File: src/rtl/sflag_pkg.sv
package sflag_pkg;

  // Width of the host-visible register
  localparam int unsigned REG_W     = 8;
  // Number of sticky flags held
  localparam int unsigned NUM_FLAGS = 5;

  // Flag index order used across the block
  typedef enum int unsigned {
    FI_COMPSTOP = 0,
    FI_DATALOSS = 1,
    FI_ALARM    = 2,
    FI_TIMER    = 3,
    FI_UPDATE   = 4
  } flag_idx_e;

  // Bit position of each flag inside the register (decoded by software)
  localparam int unsigned FLAG_POS [NUM_FLAGS] = '{0, 1, 3, 4, 5};

  // Power-on value of each flag, indexed as flag_idx_e
  localparam logic [NUM_FLAGS-1:0] FLAG_RST = 5'b00011;

  typedef logic [NUM_FLAGS-1:0] flag_vec_t;

endpackage

File: src/rtl/sflag_cell.sv
module sflag_cell #(
  parameter logic RST_VAL = 1'b0
) (
  input  logic clk,
  input  logic rst,
  input  logic set_i,
  input  logic clr_i,
  output logic q_o
);

  // Event has priority over a clearing write in the same cycle
  always_ff @(posedge clk) begin
    if (rst)        q_o <= RST_VAL;
    else if (set_i) q_o <= 1'b1;
    else if (clr_i) q_o <= 1'b0;
  end

endmodule

File: src/rtl/sflag_wdec.sv
module sflag_wdec
  import sflag_pkg::*;
#(
  parameter int unsigned W  = REG_W,
  parameter int unsigned NF = NUM_FLAGS
) (
  input  logic          wr_en,
  input  logic [W-1:0]  wr_data,
  output logic [NF-1:0] clr_o
);

  // A zero at a flag's position clears it; a one is ignored
  for (genvar i = 0; i < NF; i++) begin : g_dec
    localparam int unsigned P = FLAG_POS[i];
    assign clr_o[i] = wr_en & ~wr_data[P];
  end

endmodule

File: src/rtl/sflag_readback.sv
module sflag_readback
  import sflag_pkg::*;
#(
  parameter int unsigned W  = REG_W,
  parameter int unsigned NF = NUM_FLAGS
) (
  input  logic [NF-1:0] flags_i,
  output logic [W-1:0]  rd_o
);

  // Positions not owned by a flag stay zero
  always_comb begin
    rd_o = '0;
    for (int i = 0; i < int'(NF); i++) begin
      rd_o[FLAG_POS[i]] = flags_i[i];
    end
  end

endmodule

File: src/rtl/sflag_reg.sv
module sflag_reg
  import sflag_pkg::*;
#(
  parameter int unsigned W = REG_W
) (
  input  logic         clk,
  input  logic         rst,
  input  logic         evt_update,
  input  logic         evt_timer,
  input  logic         evt_alarm,
  input  logic         evt_dataloss,
  input  logic         evt_compstop,
  input  logic         wr_en,
  input  logic [W-1:0] wr_data,
  output logic [W-1:0] rd_data,
  output logic         flag_update,
  output logic         flag_timer,
  output logic         flag_alarm,
  output logic         flag_dataloss,
  output logic         flag_compstop
);

  flag_vec_t evt;
  flag_vec_t clr;
  flag_vec_t flags;

  assign evt[FI_COMPSTOP] = evt_compstop;
  assign evt[FI_DATALOSS] = evt_dataloss;
  assign evt[FI_ALARM]    = evt_alarm;
  assign evt[FI_TIMER]    = evt_timer;
  assign evt[FI_UPDATE]   = evt_update;

  sflag_wdec #(.W(W), .NF(NUM_FLAGS)) u_wdec (
    .wr_en   (wr_en),
    .wr_data (wr_data),
    .clr_o   (clr)
  );

  for (genvar i = 0; i < NUM_FLAGS; i++) begin : g_flag
    sflag_cell #(.RST_VAL(FLAG_RST[i])) u_cell (
      .clk   (clk),
      .rst   (rst),
      .set_i (evt[i]),
      .clr_i (clr[i]),
      .q_o   (flags[i])
    );
  end

  sflag_readback #(.W(W), .NF(NUM_FLAGS)) u_rb (
    .flags_i (flags),
    .rd_o    (rd_data)
  );

  assign flag_compstop = flags[FI_COMPSTOP];
  assign flag_dataloss = flags[FI_DATALOSS];
  assign flag_alarm    = flags[FI_ALARM];
  assign flag_timer    = flags[FI_TIMER];
  assign flag_update   = flags[FI_UPDATE];

endmodule

File: config.mk
export PLATFORM = sky130hd
export DESIGN_NAME = sflag_reg
export DESIGN_NICKNAME = d
export VERILOG_FILES = /design/src/rtl/sflag_pkg.sv /design/src/rtl/sflag_cell.sv /design/src/rtl/sflag_wdec.sv /design/src/rtl/sflag_readback.sv /design/src/rtl/sflag_reg.sv
export SDC_FILE = /design/constraint.sdc
export NUM_CORES = 1
export LEC_CHECK = 0
export BUFFER_PORTS_ARGS = -buffer_cell sky130_fd_sc_hd__buf_2
export CAP_MARGIN = 20
export CORE_AREA = 2 2 39 41
export DETAILED_ROUTE_END_ITERATION = 6
export DIE_AREA = 0 0 41 43
export SLEW_MARGIN = 20
export SYNTH_ARGS = -nofsm -noshare
export SYNTH_HDL_FRONTEND = slang
export SYNTH_HIERARCHICAL = 1
export SYNTH_SLANG_ARGS = --single-unit
File: constraint.sdc
create_clock -name clk -period 0.9 [get_ports clk]
set_input_delay 0.135 -clock clk [delete_from_list [all_inputs] [get_ports clk]]
set_output_delay 0.135 -clock clk [all_outputs]
set_load 0.05 [all_outputs]
==> results.md, run 1 <==
- Sink Count: 5
- Crit-path leading delay family: flip-flops
- Routed WL: 525 µm
- Nets@finish: 71
- Critical path startpoint: g_flag[1].u_cell/q_o
- Final Max Slew Viols: 0
- Sequential-to-total area share from yosys stat: 0.346
- Fin area: 477 µm²
- Mean Syn Cell Area: 8.50 µm²
- Pin count of the biggest net entering global routing: 6
- Wire length on met2: 289 µm
- Max Cap Viol: 0
- Placed cell area: 373 µm²
- Post-cts sizing count: 10
- First-pass GRT wire length: 855 µm
- Power density cells: 1570 nW/µm²
- Residual DRC: 0
- Met3 Wirelength: 46 µm
- Detailed Route Iter0 Violations: 1
- Total GRT Usage: 0.0783
- Hold path start: evt_compstop
- Crit-path slowest cell: dfxtp_2
- Largest stage delay on the critical path: 0.33 ns
- Tcrit/Tclk final: 0.992
- WP buf/inv: 1
- FP Rows: 14
- Max IR drop VDD: 0.531 mV
- Cell Chain, Critical Path: buf_4
- Starting Density: 0.209
- Setup-failing EPs final: 0
- RSZ-0062 raised after global routing: yes
- GPL Wtd Cong: 0.581
- Met1 wire length: 188 µm
- Synth warnings: 6
- Worst-Skew Late Latency: 0.24 ns
- Max FFs per register: 5
- Clock skew: 0 ns
- Initial antenna violation count: 0
- Reg2reg end: g_flag[2].u_cell/q_o
- Vias post-DR: 244
- Worst setup path category: flop to output pin
- Grt ovf: 0
- Slack of the worst reg-to-reg path: 0.28 ns
- CTS tree: built
- Number of synthesized register bits: 5
- Clock transition at path regs: 0.04 ns
- Uppermost layer routed: met3
- Clock Path Buffers: 2
- H-tree depth: 1
- Minimum clock period: 0.893 ns
- Reg with most FFs: g_flag.u_cell/q_o
- Worst endpoint data arrival time: 0.76 ns
- Fmax: 1.12 GHz
- Drt pass-1 iters: 2
- Die W: 41 µm
- Layout cells sized above 1: 0.704
- Crit path capture: rd_data[1]
- Min-Delay Path Class: input pin to flop
- Leakage: 0.252 nW
- Setup crit start kind: flop
- Die H: 43 µm
- Number of diodes: 0
- Critical path required time: 0.76 ns
- Syn-to-layout area delta: 64.9%
- Post-CTS Hold Buffers: 0
- Core area: 1380 µm²
- Final hold vios: 0
- Largest regs: g_flag.u_cell/q_o (5)
- R2r startpoint: g_flag[2].u_cell/q_o
- Num CTS Buffers: 3
- PortBufs: 22
- Synthesized area: 289 µm²
- Critical path depth: 1
- Vias in the first global route: 222
- CP endpoint kind: output pin
- Setup Buffers After CTS: 0
- Total Neg Setup Slack: 0 ns
- Die area: 1760 µm²
- Routed WL per cell: 7.50 µm
- CTS Root Cell: clkbuf_4
- IO Count: 29
- Synth Instances: 34
- Yosys cell types: 9
- Crit Path Max Fanout: 3
- Run status: finished clean
- Post-DR vias/cell: 3.49
- Post-DRT Antenna Nets: 0
- R2R depth: 2
==> report_power, final <==
group	total, mW	internal, mW	leakage, nW	switching, mW
combinational	0.245	0.0967	0.194	0.148
clock	0.254	0.167	0.0150	0.0872
sequential	0.250	0.234	0.0422	0.0157
total	0.749	0.498	0.252	0.251
==> through the flow <==
stage / total power [mW] / worst slack [ns] / hold slack, ns / cells / util
3_3_place_gp: 0.455 / 0.120 / 0.331 / 66 / 0.269
2_1_floorplan: 0.428 / 0.0356 / 0.190 / 36 / -
3_5_place_dp: 0.457 / 0.108 / 0.337 / 66 / 0.269
5_1_grt: 0.800 / -0.0249 / 0.107 / 70 / 0.344
4_1_cts: 0.742 / -0.0146 / 0.0854 / 70 / 0.307
6_report: 0.749 / 0.00688 / 0.0951 / 70 / 0.344
==> layout make-up <==
cell class,instances,area (µm²)
Multi-Input combinational cell,18,118
Tap cell,16,20.0
Timing Repair Buffer,22,180
Clock buffer,4,26.3
Inverter,5,18.8
Sequential cell,5,114
Fill cell,150,907
==> routing by layer <==
metal  vias up  GRT usage
met1       101     0.0707
li1        131          -
met3         0     0.0471
met5         -          0
met4         0     0.0600
met2        12      0.119
==> cell usage in the layout (no fill, tap or decap), drive strengths merged <==
cell type / count
clkbuf: 4
nand2b: 3
buf: 22
conb: 3
o21ai: 2
inv: 5
a21oi: 3
and2b: 5
nor2: 2
dfxtp: 5
==> synthesized netlist by cell type <==
library cell	number	area [µm²]
o21ai_1	2	10.0
a21oi_2	3	26.3
nand2b_1	3	18.8
and2b_2	5	43.8
buf_4	8	60.1
dfxtp_1	5	100
inv_1	5	18.8
conb_1	1	3.75
nor2_1	2	7.51
==> worst reg2reg max path, stage by stage (launching register included) <==
cell      delay (ns)
dfxtp_4         0.36
nand2b_1        0.07
a21oi_2         0.12
==> worst min path at each step <==
stage,end,slack [ns],cells past startpoint
CTS,g_flag[0].u_cell/q_o,0.09,3
global route,g_flag[1].u_cell/q_o,0.11,3
floorplan,g_flag[2].u_cell/q_o,0.19,1
global placement,g_flag[1].u_cell/q_o,0.33,3
detailed placement,g_flag[0].u_cell/q_o,0.34,3
finish,g_flag[0].u_cell/q_o,0.1,3
==> kinds of logic (layout without fill, tap and decap cells) <==
logic type | after synthesis | in the layout | synth area share
compound gates | 5 | 5 | 0.126
buf+inv | 13 | 31 | 0.273
flops | 5 | 5 | 0.346
other cells | 1 | 3 | 0.0130
simple gates | 10 | 10 | 0.242
Note: power is estimated with default switching activity, not from simulation.
==> run 2: changes to the inputs <==
--- a/config.mk
+++ b/config.mk
@@ -7,9 +7,12 @@
 export LEC_CHECK = 0
 export BUFFER_PORTS_ARGS = -buffer_cell sky130_fd_sc_hd__buf_2
 export CAP_MARGIN = 20
-export CORE_AREA = 2 2 39 41
+export CELL_PAD_IN_SITES_DETAIL_PLACEMENT = 1
+export CELL_PAD_IN_SITES_GLOBAL_PLACEMENT = 1
+export CORE_MARGIN = 2
+export CORE_UTILIZATION = 22
 export DETAILED_ROUTE_END_ITERATION = 6
-export DIE_AREA = 0 0 41 43
+export PLACE_DENSITY_LB_ADDON = 0.1
 export SLEW_MARGIN = 20
 export SYNTH_ARGS = -nofsm -noshare
 export SYNTH_HDL_FRONTEND = slang
==> results.md, run 2 (synthesis gave the netlist of run 1 again) <==
- Fin Hold WS: 0.113 ns (was 0.0951 ns)
- Reg power frac: 0.325 (was 0.333)
- Sw Pwr: 0.260 mW (was 0.251 mW)
- Comb power frac: 0.336 (was 0.327)
- Worst endpoint data arrival time: 0.75 ns (was 0.76 ns)
- Sw Share: 0.341 (was 0.335)
- Routed WL per cell: 9.78 µm (was 7.50 µm)
- Final hold vios: 0 (unchanged)
- Initial antenna violation count: 0 (unchanged)
- Max Cap Viol: 0 (unchanged)
- Placed cell area: 372 µm² (was 373 µm²)
- Layout cells sized above 1: 0.704 (unchanged)
- Worst setup path category: flop to output pin (unchanged)
- Reg with most FFs: g_flag.u_cell/q_o (unchanged)
- Total GRT Usage: 0.0985 (was 0.0783)
- Routed WL: 675 µm (was 525 µm)
- Clock transition at path regs: 0.04 ns (about the same)
- Internal: 0.503 mW (was 0.498 mW)
- Die H: 40.2 µm (was 43 µm)
- Multi-input gate area: 118 µm² (unchanged)
- Pwr Total: 0.763 mW (was 0.749 mW)
- Fin area: 510 µm² (was 477 µm²)
- H-tree depth: 1 (unchanged)
- Post-DR vias/cell: 3.75 (was 3.49)
- Register area: 119 µm² (was 114 µm²)
- CTS Root Cell: clkbuf_4 (unchanged)
- FP Rows: 13 (was 14)
- DP Cell Count: 65 (was 66)
- Final std cells w/o fill: 69 (was 70)
- Setup-failing EPs final: 0 (unchanged)
- Worst-Skew Late Latency: 0.24 ns (about the same)
- Power density cells: 1490 nW/µm² (was 1570 nW/µm²)
- Sink Count: 5 (unchanged)
- Post-CTS Hold Buffers: 0 (unchanged)
- First-pass GRT wire length: 938 µm (was 855 µm)
- Max IR drop VDD: 0.557 mV (was 0.531 mV)
- Min-Delay Path Class: input pin to flop (unchanged)
- WP buf/inv: 1 (unchanged)
- Vias post-DR: 259 (was 244)
- Crit-path slowest cell: dfxtp_4 (was dfxtp_2)
- GPL Wtd Cong: 0.521 (was 0.581)
- Num CTS Buffers: 3 (unchanged)
- Layout fillers: 149 (was 150)
- Critical path required time: 0.76 ns (about the same)
- Detailed Route Iter0 Violations: 0 (was 1)
- Max FFs per register: 5 (unchanged)
- Largest regs: g_flag.u_cell/q_o (5) (unchanged)
- CP endpoint kind: output pin (unchanged)
- Setup crit start kind: flop (unchanged)
- Tcrit/Tclk final: 0.980 (was 0.992)
- RSZ-0062 raised after global routing: yes (unchanged)
- Cell Chain, Critical Path: buf_8 (was buf_4)
- Most frequent cells in the layout: 12 x buf_2, 10 x buf_8, 5 x inv_1, 5 x dfxtp_4, 5 x and2b_2 (was 12 x buf_2, 6 x buf_8, 5 x inv_1, 5 x and2b_2, 4 x buf_4)
- Clock Path Buffers: 2 (unchanged)
- Final Max Slew Viols: 0 (unchanged)
- IO Count: 29 (unchanged)
- Drt pass-1 iters: 1 (was 2)
- Crit Path Max Fanout: 3 (unchanged)
- Nets@finish: 71 (unchanged)
- Number of diodes: 0 (unchanged)
- Clock skew: 0 ns (unchanged)
- Syn-to-layout area delta: 76.6% (was 64.9%)
- Commonest non-fill, non-tap cell in the layout: buf_2 (unchanged)
- Pin count of the biggest net entering global routing: 6 (unchanged)
- Leakage: 0.266 nW (was 0.252 nW)
- Clock power frac: 0.339 (was 0.340)
- PortBufs: 22 (unchanged)
- Starting Density: 0.228 (was 0.209)
- Die area: 1620 µm² (was 1760 µm²)
- Fmax: 1.13 GHz (was 1.12 GHz)
- Crit-path leading delay family: flip-flops (unchanged)
- Run status: finished clean (unchanged)
- Vias in the first global route: 245 (was 222)
- Grt ovf: 0 (unchanged)
- Core area: 1270 µm² (was 1380 µm²)
- Minimum clock period: 0.882 ns (was 0.893 ns)
- CTS tree: built (unchanged)
- Post-DRT Antenna Nets: 0 (unchanged)
- Residual DRC: 0 (unchanged)
- Die W: 40.2 µm (was 41 µm)
- HPWL after DPL: 580 µm
- Largest stage delay on the critical path: 0.36 ns (was 0.33 ns)
[run 2: final cells by class]
| class | count | share of cell area |
|---|---|---|
| multi-input combinational | 18 | 0.230 |
| tap | 15 | 0.0368 |
| timing repair buffer | 22 | 0.412 |
| inverter | 5 | 0.0368 |
| sequential | 5 | 0.233 |
| clock buffer | 4 | 0.0515 |
[run 2: worst paths after layout]
check | start | end | slack [ns] | cells after the start
setup reg to reg | g_flag[3].u_cell/q_o | g_flag[3].u_cell/q_o | 0.27 | 2
setup / recovery | g_flag[1].u_cell/q_o | flag_dataloss | 0.02 | 1
hold reg to reg | g_flag[1].u_cell/q_o | g_flag[1].u_cell/q_o | 0.50 | 2
hold / removal | evt_dataloss | g_flag[1].u_cell/q_o | 0.11 | 3
[run 2: what timing repair did]
item | 4_1_cts | 5_1_grt
setup endpoints to repair | 10 | 10
resized for setup | 12 | 23
buffers inserted | 0 | 0
[run 2: metal layers]
metal	part of all wire	GRT usage	wire length (µm)
met1	0.30	0.0997	200
met2	0.62	0.153	416
met3	0.079	0.0333	53
met4	0.0059	0.100	4
met5	0	0	0
[run 2: stage by stage]
| step | worst slack [ns] | utilization | TNS (ns) |
|---|---|---|---|
| after CTS | -0.0193 | 0.339 | -0.107 |
| after floorplan | 0.0356 | - | 0 |
| after global placement | 0.118 | 0.293 | 0 |
| final | 0.0180 | 0.402 | 0 |
| after global routing | -0.00736 | 0.402 | -0.0362 |
| after detailed placement | 0.0977 | 0.293 | 0 |
[run 2: power groups by stage]
stage               sequential, mW  combinational, mW  clock [mW]
global route                 0.250              0.269       0.286
global placement             0.249              0.206           0
floorplan                    0.295              0.133           0
CTS                          0.247              0.226       0.280
finish                       0.248              0.257       0.258
detailed placement           0.250              0.210           0
==> run 3: changes to the inputs <==
--- a/config.mk
+++ b/config.mk
@@ -11,6 +11,7 @@
 export CELL_PAD_IN_SITES_GLOBAL_PLACEMENT = 1
 export CORE_MARGIN = 2
 export CORE_UTILIZATION = 22
+export CTS_CLUSTER_DIAMETER = 30
 export DETAILED_ROUTE_END_ITERATION = 6
 export PLACE_DENSITY_LB_ADDON = 0.1
 export SLEW_MARGIN = 20
==> constraint.sdc (replaced) <==
create_clock -name clk -period 0.9 [get_ports clk]
set_input_delay 0.18 -clock clk [delete_from_list [all_inputs] [get_ports clk]]
set_output_delay 0.18 -clock clk [all_outputs]
set_load 0.05 [all_outputs]
==> results.md, run 3 (synthesis gave the netlist of run 1 again) <==
- Run status: finished with violations (was finished clean)
- Failing checks: setup timing
- Core area: 1270 µm² (unchanged)
- Pwr Total: 0.753 mW (was 0.763 mW)
- Max IR drop VDD: 0.507 mV (was 0.557 mV)
- Syn-to-layout area delta: 71.9% (was 76.6%)
- Sink Count: 5 (unchanged)
- WP buf/inv: 1 (unchanged)
- CTS tree: built (unchanged)
- Largest regs: g_flag.u_cell/q_o (5) (unchanged)
- FP Rows: 13 (unchanged)
- Number of diodes: 0 (unchanged)
- Layout cells sized above 1: 0.722 (was 0.704)
- Most frequent cells in the layout: 12 x buf_2, 6 x buf_8, 5 x inv_1, 5 x dfxtp_4, 5 x and2b_2 (was 12 x buf_2, 10 x buf_8, 5 x inv_1, 5 x dfxtp_4, 5 x and2b_2)
- Setup-failing EPs final: 10 (was 0)
- RSZ-0062 raised after global routing: yes (unchanged)
- Post-DRT Antenna Nets: 0 (unchanged)
- CP endpoint kind: output pin (unchanged)
- Nets@finish: 71 (unchanged)
- IO Count: 29 (unchanged)
- Max Cap Viol: 0 (unchanged)
- Commonest non-fill, non-tap cell in the layout: buf_2 (unchanged)
- Critical path required time: 0.72 ns (was 0.76 ns)
- Clock skew: 0 ns (unchanged)
- Total GRT Usage: 0.111 (was 0.0985)
- Detailed Route Iter0 Violations: 1 (was 0)
- Tcrit/Tclk final: 1.04 (was 0.980)
- H-tree depth: 1 (unchanged)
- Slack of the worst reg-to-reg path: 0.28 ns (was 0.27 ns)
- Max FFs per register: 5 (unchanged)
- Worst-Skew Late Latency: 0.24 ns (about the same)
- HPWL after DPL: 573 µm (was 580 µm)
- Placed cell area: 384 µm² (was 372 µm²)
- Fmax: 1.07 GHz (was 1.13 GHz)
- Worst setup path category: flop to output pin (unchanged)
- Layout fillers: 147 (was 149)
- Largest stage delay on the critical path: 0.37 ns (was 0.36 ns)
- Initial antenna violation count: 0 (unchanged)
- PortBufs: 22 (unchanged)
- Drt pass-1 iters: 2 (was 1)
- Num CTS Buffers: 3 (unchanged)
- Grt ovf: 0 (unchanged)
- Setup crit start kind: flop (unchanged)
- Fin area: 497 µm² (was 510 µm²)
- Crit-path slowest cell: dfxtp_4 (unchanged)
- Routed WL: 679 µm (was 675 µm)
- Die W: 40.2 µm (unchanged)
- Final Max Slew Viols: 0 (unchanged)
- Post-DR vias/cell: 3.91 (was 3.75)
- Routed WL per cell: 9.84 µm (was 9.78 µm)
- Register area: 119 µm² (unchanged)
- Die area: 1620 µm² (unchanged)
- Cell Chain, Critical Path: buf_8 (unchanged)
- Minimum clock period: 0.933 ns (was 0.882 ns)
- Vias in the first global route: 270 (was 245)
- First-pass GRT wire length: 1.08 mm (was 938 µm)
- Clock Path Buffers: 2 (unchanged)
- Final critical-path setup slack: -0.0334 ns (was 0.0180 ns)
- Crit Path Max Fanout: 3 (unchanged)
- GPL Wtd Cong: 0.501 (was 0.521)
- Min-Delay Path Class: input pin to flop (unchanged)
- Starting Density: 0.228 (unchanged)
- Crit-path leading delay family: flip-flops (unchanged)
- Die H: 40.2 µm (unchanged)
- Multi-input gate area: 118 µm² (unchanged)
- Final hold vios: 0 (unchanged)
- Residual DRC: 0 (unchanged)
- Vias post-DR: 270 (was 259)
- Leakage: 0.264 nW (was 0.266 nW)
- Clock transition at path regs: 0.05 ns (was 0.04 ns)
- Reg with most FFs: g_flag.u_cell/q_o (unchanged)
- Worst endpoint data arrival time: 0.75 ns (about the same)
- CTS Root Cell: clkbuf_4 (unchanged)
- Pin count of the biggest net entering global routing: 6 (unchanged)
- Power density cells: 1520 nW/µm² (was 1490 nW/µm²)
[run 3: cell types whose count changed in the layout (fill, tap and decap cells not counted), sizes merged]
cell    delta
clkinv     +1
clkbuf     -1
[run 3: tightest hold or removal path, stage by stage]
cell     delay [ns]
buf_2          0.08
nor2_1         0.04
o21ai_1        0.06
[run 3: cell type report]
class,instances,area share
Multi-Input combinational cell,18,0.237
Clock buffer,3,0.0453
Inverter,5,0.0378
Tap cell,15,0.0378
Sequential cell,5,0.239
Clock inverter,1,0.0101
Timing Repair Buffer,22,0.393
[run 3: path summary, 6_finish.rpt]
path,cells after the start,start,to
setup / recovery,1,g_flag[1].u_cell/q_o,flag_dataloss
setup reg to reg,2,g_flag[3].u_cell/q_o,g_flag[3].u_cell/q_o
hold reg to reg,2,g_flag[1].u_cell/q_o,g_flag[1].u_cell/q_o
hold / removal,3,evt_compstop,g_flag[0].u_cell/q_o
[run 3: routing by layer]
metal  track usage  share of wire  vias to the layer above
li1              -              -                      129
met1        0.0954           0.31                      126
met2         0.214           0.60                       15
met3        0.0667          0.085                        0
met4        0.0250              0                        0
met5             0              0                        -
[run 3: stage by stage]
stage	worst slack (ns)	utilization	cells	TNS, ns	hold slack (ns)
3_5_place_dp	0.0548	0.303	65	0	0.403
2_1_floorplan	0.0761	-	36	0	0.233
3_3_place_gp	0.0747	0.303	65	0	0.377
5_1_grt	-0.0693	0.392	69	-0.642	0.166
6_report	-0.0334	0.392	69	-0.287	0.149
4_1_cts	-0.0520	0.386	69	-0.445	0.143
[run 3: report_power, final]
group / total [mW] / leakage, nW / switching (mW) / internal (mW)
combinational: 0.247 / 0.203 / 0.151 / 0.0960
sequential: 0.245 / 0.0430 / 0.0157 / 0.229
clock: 0.261 / 0.0177 / 0.100 / 0.161
[run 3: timing repair]
item | CTS | global route
cloned | 0 | 0
buffers inserted | 0 | 0
hold buffers | 0 | 0
endpoints found under the setup margin | 10 | 10
resized for setup | 24 | 2
